`src/rtl/eerd_pkg.sv`:
```
`timescale 1ns/1ps
package eerd_pkg;
    localparam int          REG_OFFSET = 'h14;
    localparam int          WORD_AW    = 14;
    localparam int          BYTE_AW    = 16;
    localparam int          FRAME_BITS = 8 + BYTE_AW + 16;
    localparam logic [7:0]  OPC_READ   = 8'h03;

    typedef enum logic [1:0] {ST_IDLE, ST_LOW, ST_HIGH, ST_TAIL} ser_state_e;

    // Host view of the command register, MSB first
    typedef struct packed {
        logic [15:0]        data;
        logic [WORD_AW-1:0] waddr;
        logic               done;
        logic               busy;
    } cmd_reg_t;

    function automatic logic [BYTE_AW-1:0] to_byte_addr(input logic [WORD_AW-1:0] w);
        return {{(BYTE_AW-WORD_AW-1){1'b0}}, w, 1'b0};
    endfunction

    function automatic logic [FRAME_BITS-1:0] build_frame(input logic [BYTE_AW-1:0] b);
        return {OPC_READ, b, 16'h0000};
    endfunction

    // First byte shifted in is the lower address, so it becomes the low byte
    function automatic logic [15:0] assemble_word(input logic [15:0] rx);
        return {rx[7:0], rx[15:8]};
    endfunction
endpackage

```
`src/rtl/eerd_tick.sv`:
```
`timescale 1ns/1ps
module eerd_tick #(
    parameter int CLK_HALF = 4
) (
    input  logic clk,
    input  logic rst,
    input  logic run,
    output logic tick
);
    localparam int CW = (CLK_HALF > 1) ? $clog2(CLK_HALF) : 1;
    localparam logic [CW-1:0] LAST = CW'(CLK_HALF - 1);

    logic [CW-1:0] cnt;

    always_ff @(posedge clk) begin
        if (rst || !run)   cnt <= '0;
        else if (cnt == LAST) cnt <= '0;
        else               cnt <= cnt + 1'b1;
    end

    assign tick = run && (cnt == LAST);
endmodule

```
`src/rtl/eerd_shift.sv`:
```
`timescale 1ns/1ps
module eerd_shift
    import eerd_pkg::*;
(
    input  logic               clk,
    input  logic               rst,
    input  logic               load,
    input  logic [BYTE_AW-1:0] load_baddr,
    input  logic               advance,
    input  logic               capture,
    input  logic               miso,
    output logic               mosi,
    output logic [15:0]        word
);
    logic [FRAME_BITS-1:0] tx_q;
    logic [15:0]           rx_q;

    always_ff @(posedge clk) begin
        if (rst) begin
            tx_q <= '0;
            rx_q <= '0;
        end else begin
            if (load)          tx_q <= build_frame(load_baddr);
            else if (advance)  tx_q <= {tx_q[FRAME_BITS-2:0], 1'b0};
            if (capture)       rx_q <= {rx_q[14:0], miso};
        end
    end

    assign mosi = tx_q[FRAME_BITS-1];
    assign word = assemble_word(rx_q);
endmodule

```
`src/rtl/eerd_ctrl.sv`:
```
`timescale 1ns/1ps
module eerd_ctrl
    import eerd_pkg::*;
(
    input  logic clk,
    input  logic rst,
    input  logic go,
    input  logic tick,
    output logic run,
    output logic advance,
    output logic capture,
    output logic finish,
    output logic sck,
    output logic cs_n
);
    localparam int BW = $clog2(FRAME_BITS);
    localparam logic [BW-1:0] LAST_BIT = BW'(FRAME_BITS - 1);

    ser_state_e      state;
    logic [BW-1:0]   bit_cnt;

    always_ff @(posedge clk) begin
        if (rst) begin
            state   <= ST_IDLE;
            bit_cnt <= '0;
            sck     <= 1'b0;
            cs_n    <= 1'b1;
        end else begin
            unique case (state)
                ST_IDLE: if (go) begin
                    state   <= ST_LOW;
                    bit_cnt <= '0;
                    cs_n    <= 1'b0;
                    sck     <= 1'b0;
                end
                ST_LOW: if (tick) begin
                    sck   <= 1'b1;
                    state <= ST_HIGH;
                end
                ST_HIGH: if (tick) begin
                    sck <= 1'b0;
                    if (bit_cnt == LAST_BIT) state <= ST_TAIL;
                    else begin
                        bit_cnt <= bit_cnt + 1'b1;
                        state   <= ST_LOW;
                    end
                end
                ST_TAIL: if (tick) begin
                    cs_n  <= 1'b1;
                    state <= ST_IDLE;
                end
                default: state <= ST_IDLE;
            endcase
        end
    end

    assign run     = (state != ST_IDLE);
    assign capture = (state == ST_LOW)  && tick;
    assign advance = (state == ST_HIGH) && tick && (bit_cnt != LAST_BIT);
    assign finish  = (state == ST_TAIL) && tick;

    assert_sck_low_when_deselected_R5: assert property (@(posedge clk) disable iff (rst)
        cs_n |-> !sck);
    assert_sck_rise_selected_R5: assert property (@(posedge clk) disable iff (rst)
        $rose(sck) |-> !cs_n);
endmodule

```
`src/rtl/eerd_engine.sv`:
```
`timescale 1ns/1ps
module eerd_engine
    import eerd_pkg::*;
#(
    parameter int CLK_HALF = 4,
    parameter int HOST_AW  = 8
) (
    input  logic               clk,
    input  logic               rst,
    input  logic               host_wr,
    input  logic [HOST_AW-1:0] host_addr,
    input  logic [31:0]        host_wdata,
    output logic [31:0]        host_rdata,
    output logic               spi_sck,
    output logic               spi_cs_n,
    output logic               spi_mosi,
    input  logic               spi_miso
);
    localparam logic [HOST_AW-1:0] OFF = HOST_AW'(REG_OFFSET);

    logic               sel, busy, go, tick, advance, capture, finish;
    logic [15:0]        word;
    logic [WORD_AW-1:0] waddr_q;
    logic [15:0]        data_q;
    logic               done_q;
    cmd_reg_t           view;
    logic               unused_wbits;

    assign unused_wbits = ^{host_wdata[31:16], host_wdata[1]};
    assign sel = (host_addr == OFF);
    assign go  = host_wr && sel && host_wdata[0] && !busy;

    always_ff @(posedge clk) begin
        if (rst) begin
            waddr_q <= '0;
            data_q  <= '0;
            done_q  <= 1'b0;
        end else if (go) begin
            waddr_q <= host_wdata[WORD_AW+1:2];
            done_q  <= 1'b0;
        end else if (finish) begin
            data_q  <= word;
            done_q  <= 1'b1;
        end
    end

    eerd_tick #(.CLK_HALF(CLK_HALF)) i_tick (
        .clk(clk), .rst(rst), .run(busy), .tick(tick)
    );

    eerd_ctrl i_ctrl (
        .clk(clk), .rst(rst), .go(go), .tick(tick), .run(busy),
        .advance(advance), .capture(capture), .finish(finish),
        .sck(spi_sck), .cs_n(spi_cs_n)
    );

    eerd_shift i_shift (
        .clk(clk), .rst(rst), .load(go),
        .load_baddr(to_byte_addr(host_wdata[WORD_AW+1:2])),
        .advance(advance), .capture(capture), .miso(spi_miso),
        .mosi(spi_mosi), .word(word)
    );

    assign view.data  = data_q;
    assign view.waddr = waddr_q;
    assign view.done  = done_q;
    assign view.busy  = busy;
    assign host_rdata = sel ? view : 32'h0;

    assert_mosi_steady_high_sck_R5: assert property (@(posedge clk) disable iff (rst)
        (spi_sck && $past(spi_sck)) |-> $stable(spi_mosi));
    assert_busy_write_ignored_R3: assert property (@(posedge clk) disable iff (rst)
        (busy && host_wr) |=> $stable(waddr_q));
    assert_done_clears_only_on_start_R2: assert property (@(posedge clk) disable iff (rst)
        $fell(done_q) |-> $past(host_wr && sel && host_wdata[0]));
    assert_done_with_deselect_R8: assert property (@(posedge clk) disable iff (rst)
        $rose(done_q) |-> (spi_cs_n && !spi_sck));
endmodule

```
`config.mk`:
```
export PLATFORM = sky130hd
export DESIGN_NAME = eerd_engine
export DESIGN_NICKNAME = d
export VERILOG_FILES = /design/src/rtl/eerd_pkg.sv /design/src/rtl/eerd_tick.sv /design/src/rtl/eerd_shift.sv /design/src/rtl/eerd_ctrl.sv /design/src/rtl/eerd_engine.sv
export SDC_FILE = /design/constraint.sdc
export NUM_CORES = 1
export LEC_CHECK = 0
export CAP_MARGIN = 20
export CORE_ASPECT_RATIO = 0.75
export CORE_UTILIZATION = 54
export CTS_CLUSTER_DIAMETER = 120
export DETAILED_ROUTE_END_ITERATION = 8
export MAX_ROUTING_LAYER = met4
export PLACE_DENSITY = 0.94
export SLEW_MARGIN = 20
export SYNTH_ARGS = -nofsm -noshare
export SYNTH_HDL_FRONTEND = slang
export SYNTH_SLANG_ARGS = --single-unit
```
`constraint.sdc`:
```
create_clock -name clk -period 3.5 [get_ports clk]
set_input_delay 0.525 -clock clk [delete_from_list [all_inputs] [get_ports clk]]
set_output_delay 0.525 -clock clk [all_outputs]
set_load 0.05 [all_outputs]
```
# Word-level counts from Yosys, hierarchy flattened

Index checks and enable logic that the tools add are counted.

Register bits: 82
Input bits: 44
Output and inout port bits: 35
Word-level logic and storage cells: 67

$add $sub $neg: 2
Eq/ne operators: 12
Muxes and demuxes: 18
Bitwise logic cells: 1
Reduce and logical (&&, ||, !) cells: 23

Operators by type and width:

| kind                                                             | count |
|---|---|
| 34-bit 2-to-1 mux                                                | 2 |
| 32-bit 2-to-1 mux                                                | 1 |
| 6-bit 2-to-1 mux                                                 | 3 |
| 6-bit case mux with 2 select lines                               | 1 |
| 4-bit AND reduction                                              | 3 |
| 2-bit 2-to-1 mux                                                 | 5 |
| 8-bit by 5-bit == test with 1-bit output (second input constant) | 1 |
| 1-bit logical AND                                                | 8 |
| 2-bit case mux with 4 select lines                               | 1 |
| 2-bit nonzero test                                               | 4 |
| 6-bit by 1-bit adder with 6-bit output (second input constant)   | 1 |
| 2-bit == test (second input constant)                            | 3 |
| 6-bit == test (second input constant)                            | 1 |
| 2-bit by 1-bit != test with 1-bit output (second input constant) | 3 |
| 6-bit != test (second input constant)                            | 1 |
| 2-bit != test (second input constant)                            | 2 |
| 2-bit OR reduction                                               | 2 |
| 1-bit 2-to-1 mux                                                 | 3 |
| 1-bit case mux with 3 select lines                               | 1 |
| 3-bit AND reduction                                              | 1 |
| 3-bit nonzero test                                               | 1 |
| 2-bit by 1-bit adder with 2-bit output (second input constant)   | 1 |
| 2-bit by 1-bit == test with 1-bit output (second input constant) | 1 |
| 2-bit zero test                                                  | 1 |
| 5 further kinds                                                  | 5 |

# Depth between registers and ports, before layout

Depth after elaboration: 6
Depth in mapped cells: 8
Gate-level depth less buffers: 5

# By module

Synthesis repeated with hierarchy kept, for this count alone.

Cells, all modules: 362
Area, all modules: 3709.8 um2

Modules (own cells, without submodules):

| module      | times used | cells an instance | area an instance (um2) | seq. area each (um2) |
|---|---|---|---|---|
| eerd_shift  | 1          | 151               | 1630.3                 | 800.8 |
| eerd_engine | 1          | 142               | 1440.1                 | 620.6 |
| eerd_ctrl   | 1          | 63                | 553.0                  | 200.2 |
| eerd_tick   | 1          | 6                 | 86.3                   | 40.0 |

# Least setup slack after synthesis

Ideal clock, no wire load.

Path type: in2out
Start: in host_addr[1]
End: out host_rdata[0]
Arrival: 1.772 ns
Data required time: 2.975 ns
Setup slack: 1.203 ns
Cell stages on the path: 3
Path buffers: 0
Cell sequence: nor4b_4 -> and2_1 -> nor2b_1

Longest elaborated chain between the ends: 2

Ends and longest elaborated chain:

| what                                     | RTL line          | RTL |
|---|---|---|
| start: declaration                       | eerd_engine.sv:11 | `input logic [HOST_AW-1:0] host_addr,` |
| 8-bit by 5-bit == test with 1-bit output | eerd_engine.sv:30 | `assign sel = (host_addr == OFF);` |
| 32-bit 2-to-1 mux                        | eerd_engine.sv:68 | `assign host_rdata = sel ? view : 32'h0;` |
| end: declaration                         | eerd_engine.sv:13 | `output logic [31:0] host_rdata,` |

Every way passes these cells.

# Worst setup path in the final report

Start: in host_addr[5]
End: out host_rdata[0]

The elaborated chain is that of the path after synthesis.

==> impl_table.tex <==
\begin{tabular}{lr}
\hline
Metric & Value \\
\hline
\multicolumn{2}{l}{\textbf{Worst setup path}} \\
\quad Reg-to-reg setup timing slack & 1340 ps \\
\quad Crit path arrival time & 2200 ps \\
\quad Worst r2r src & i\_ctrl.bit\_cnt[0] \\
\quad Highest fanout seen on the critical path & 34 \\
\quad Worst setup EP type & output pin \\
\quad Critical Path Source Type & input pin \\
\quad Critical path endpoint & host\_rdata[0] \\
\quad Required time at the endpoint of the critical path & 2970 ps \\
\quad Setup crit start & host\_addr[5] \\
\quad Crit path kind & in -> out \\
\quad R2R cell count & 5 \\
\quad End of the worst register-to-register path & i\_ctrl.bit\_cnt[5] \\
\multicolumn{2}{l}{\textbf{Job}} \\
\quad Total of max-cap violations & 0 \\
\multicolumn{2}{l}{\textbf{Clock network}} \\
\quad Clock tree root buffer cell & sky130\_fd\_sc\_hd\_\_clkbuf\_8 \\
\quad Setup Fix Bufs, Post-CTS & 0 \\
\quad Clock-pin slew on the worst setup and hold paths & 70 ps \\
\quad Hold buffer count at cts & 0 \\
\quad CTS Buf Count & 9 \\
\quad CTS tree & done \\
\quad Insertion delay to the later sink of the worst-skew pair & 350 ps \\
\quad H-tree level count & 3 \\
\quad Number of gates resized after CTS & 0 \\
\quad Number of clock sinks & 82 \\
\quad Clock Path Buffers & 2 \\
\multicolumn{2}{l}{\textbf{Timing}} \\
\quad Max-slew violation total from the final report & 0 \\
\quad Fmax & 368 MHz \\
\quad Setup violation total in the final timing report & 0 \\
\quad RSZ-0062 raised after global routing & false \\
\quad Final total negative setup slack & 0 ps \\
\quad Tightest Pin Transition & 1010 ps \\
\quad Time the worst path needs with I/O delays and setup & 2720 ps \\
\quad Normalized max-slew margin & 32.4\% \\
\quad Max Clock Skew & 12.1 ps \\
\quad Final count of hold timing violations & 0 \\
\quad Final worst setup slack & 779 ps \\
\quad Final period utilization & 77.7\% \\
\multicolumn{2}{l}{\textbf{Placement}} \\
\quad Cell total after placement & 538 \\
\quad Port Buffer Count & 61 \\
\quad Hpwl dp & 5810 µm \\
\quad Post-placement setup slack & 799 ps \\
\quad Placed Area & 0.00443 mm² \\
\quad Placer Congestion & 0.807 \\
\multicolumn{2}{l}{\textbf{Logic synthesis}} \\
\quad Gate count of the mapped netlist & 423 \\
\quad Cell Area, Synth & 0.00354 mm² \\
\quad Synthesized flop and latch total & 82 \\
\quad Main combinational cell family by area after synthesis & simple AND/OR/NAND/NOR gates \\
\quad Compound-Gate Fraction of Synth Area & 17.0\% \\
\quad Average cell area after synthesis & 8.36 µm² \\
\quad Total nets after synthesis & 469 \\
\quad Part of the Yosys area used for sequential elements & 46.4\% \\
\quad Cell variety after synth & 38 \\
\quad Number of synthesized flops with an enable pin & 0 \\
\quad Area share of fa/ha/maj cells after synthesis & 0.707\% \\
\quad Synth Area in Simple Gates & 27.7\% \\
\quad Count of yosys warnings during synthesis & 0 \\
\quad Xor and xnor area share after synthesis & 0\% \\
\quad Share of synthesized registers carrying an async set or reset & 0\% \\
\quad Multiplexer share of the synthesized area & 2.26\% \\
\quad Prevailing post-synth register cell & sky130\_fd\_sc\_hd\_\_dfxtp\_1 \\
\multicolumn{2}{l}{\textbf{Drt}} \\
\quad Detail-routed via count per cell & 5.79 \\
\quad Via Count & 3207 \\
\quad DRC marker count from the first detailed-route iteration & 184 \\
\quad Total DRC errors in the routed layout & 0 \\
\quad Antenna viol nets, final & 0 \\
\quad Length of the first detailed-routing pass in iterations & 5 \\
\quad Final Routed Wirelength & 8460 µm \\
\quad Detailed-route wire length per cell & 15.3 µm \\
\multicolumn{2}{l}{\textbf{Floorplanning}} \\
\quad Height of the die & 72.1 µm \\
\quad Initial standard-cell utilization of the core & 56.0\% \\
\quad I/O pins & 79 \\
\quad Number of placement rows & 25 \\
\quad Horizontal die dimension & 95.5 µm \\
\quad Die area & 0.00688 mm² \\
\quad Core Region & 0.00632 mm² \\
\multicolumn{2}{l}{\textbf{Global route}} \\
\quad Initial antenna violation count & 0 \\
\quad Pin count of the biggest net entering global routing & 35 \\
\quad Wire length of the first global-routing pass & 13600 µm \\
\quad Overflow after GRT & 0 \\
\quad Total global routing track utilization & 26.3\% \\
\quad Number of global-route vias before repair & 3067 \\
\multicolumn{2}{l}{\textbf{Layout}} \\
\quad Most common cell after layout, fill and taps aside & sky130\_fd\_sc\_hd\_\_nand2\_1 \\
\quad Leading cell types in the layout, fill and taps excluded & sky130\_fd\_sc\_hd\_\_nand2\_1 (113), sky130\_fd\_sc\_hd\_\_dfxtp\_1 (82), sky130\_fd\_sc\_hd\_\_a21oi\_1 (66) \\
\quad Final Cell Area & 0.00468 mm² \\
\quad Fraction of final layout cells with drive strength greater than 1 & 16.7\% \\
\quad Final nets & 514 \\
\quad Area growth from synthesis to layout & 32.2\% \\
\quad Number of inserted diodes & 0 \\
\quad Final Instance Count excl. Fillers & 554 \\
\multicolumn{2}{l}{\textbf{Pwr}} \\
\quad Maximum ir drop on the vdd rail & 0.000304 V \\
\quad Leakage power figure & 1.75 nW \\
\quad PD cells & 386 mW/mm² \\
\quad Overall Power & 0.00181 W \\
\multicolumn{2}{l}{\textbf{Hold path}} \\
\quad Type of the worst min-delay path & reg -> reg \\
\multicolumn{2}{l}{\textbf{Outcome}} \\
\quad Result of the run & completed \\
\hline
\end{tabular}
[final cells by class]
| class | count | area, µm² |
|---|---|---|
| clock buffers | 12 | 145 |
| clock inverters | 4 | 98.8 |
| fillers | 437 | 1640 |
| inverters | 3 | 11.3 |
| multi-input cells | 302 | 1690 |
| flip-flops and latches | 82 | 1640 |
| well taps | 81 | 101 |
| repair buffers | 70 | 993 |
[power by group]
part	switching (W)	internal [W]
combinational	0.0000325	0.0000330
sequential	0.000000225	0.000932
clock	0.000313	0.000495
[per-stage QoR]
step | utilization, % | hold slack [ps]
floorplan | - | 407
global placement | 70.2 | 416
detailed placement | 70.2 | 427
CTS | 74.0 | 438
global route | 74.0 | 456
finish | 74.0 | 434
[layer usage]
layer / up-vias / wire, µm / track usage [%]
met4: 0 / 192 / 10.3
met5: - / 0 / -
li1: 1541 / - / -
met3: 21 / 568 / 5.14
met1: 1514 / 3510 / 31.0
met2: 131 / 4180 / 44.4
[cells by family after synthesis]
kind of cell               Yosys count
and+or+nand+nor                    201
buffers and inverters               39
DFF                                 82
adders and majority gates            2
AOI/OAI and AO/OA                   91
muxes                                8
[state kept, by name, summed over array words and instances, names as in the netlist]
| name | cells |
|---|---|
| done_q | 1 |
| i_ctrl.state | 2 |
| i_ctrl.bit_cnt | 6 |
| data_q | 16 |
| i_ctrl.cs_n | 1 |
| i_shift.rx_q | 16 |
| i_ctrl.sck | 1 |
| waddr_q | 14 |
| i_shift.tx_q | 23 |
| i_tick.cnt | 2 |
[Yosys cell counts, drive strengths merged (2+ instances only)]
cell    instances  area [µm²]
o31ai           2        20.0
nor4b           3        56.3
nand4b          2        17.5
nor2           18        67.6
a21oi          66         330
buf            17         128
a22o            2        17.5
a211oi         14         175
clkbuf         19        71.3
nor4            2        12.5
and3           34         213
nand2         113         424
nand3           8        40.0
dfxtp          82        1640
nor3           14        75.1
mux2i           8        80.1
ha              2        25.0
a211o           2        17.5
inv             3        11.3
[how the worst min path moves through the flow]
stage	slack (ps)	from	cells past startpoint	to
after CTS	440	i_tick.cnt[0]	1	i_tick.cnt[0]
after global routing	460	i_tick.cnt[0]	1	i_tick.cnt[0]
after global placement	420	i_tick.cnt[0]	1	i_tick.cnt[0]
final	430	i_tick.cnt[0]	1	i_tick.cnt[0]
after detailed placement	430	i_tick.cnt[0]	1	i_tick.cnt[0]
after floorplan	410	i_tick.cnt[0]	1	i_tick.cnt[0]
[worst max-delay path: stages]
cell and delay (ps):
sky130_fd_sc_hd__clkdlybuf4s50_1 450, sky130_fd_sc_hd__nor4b_4 270, sky130_fd_sc_hd__buf_4 320, sky130_fd_sc_hd__and2_1 210, sky130_fd_sc_hd__nor2b_1 240, sky130_fd_sc_hd__buf_12 170
Note: power is estimated with default switching activity, not from simulation.
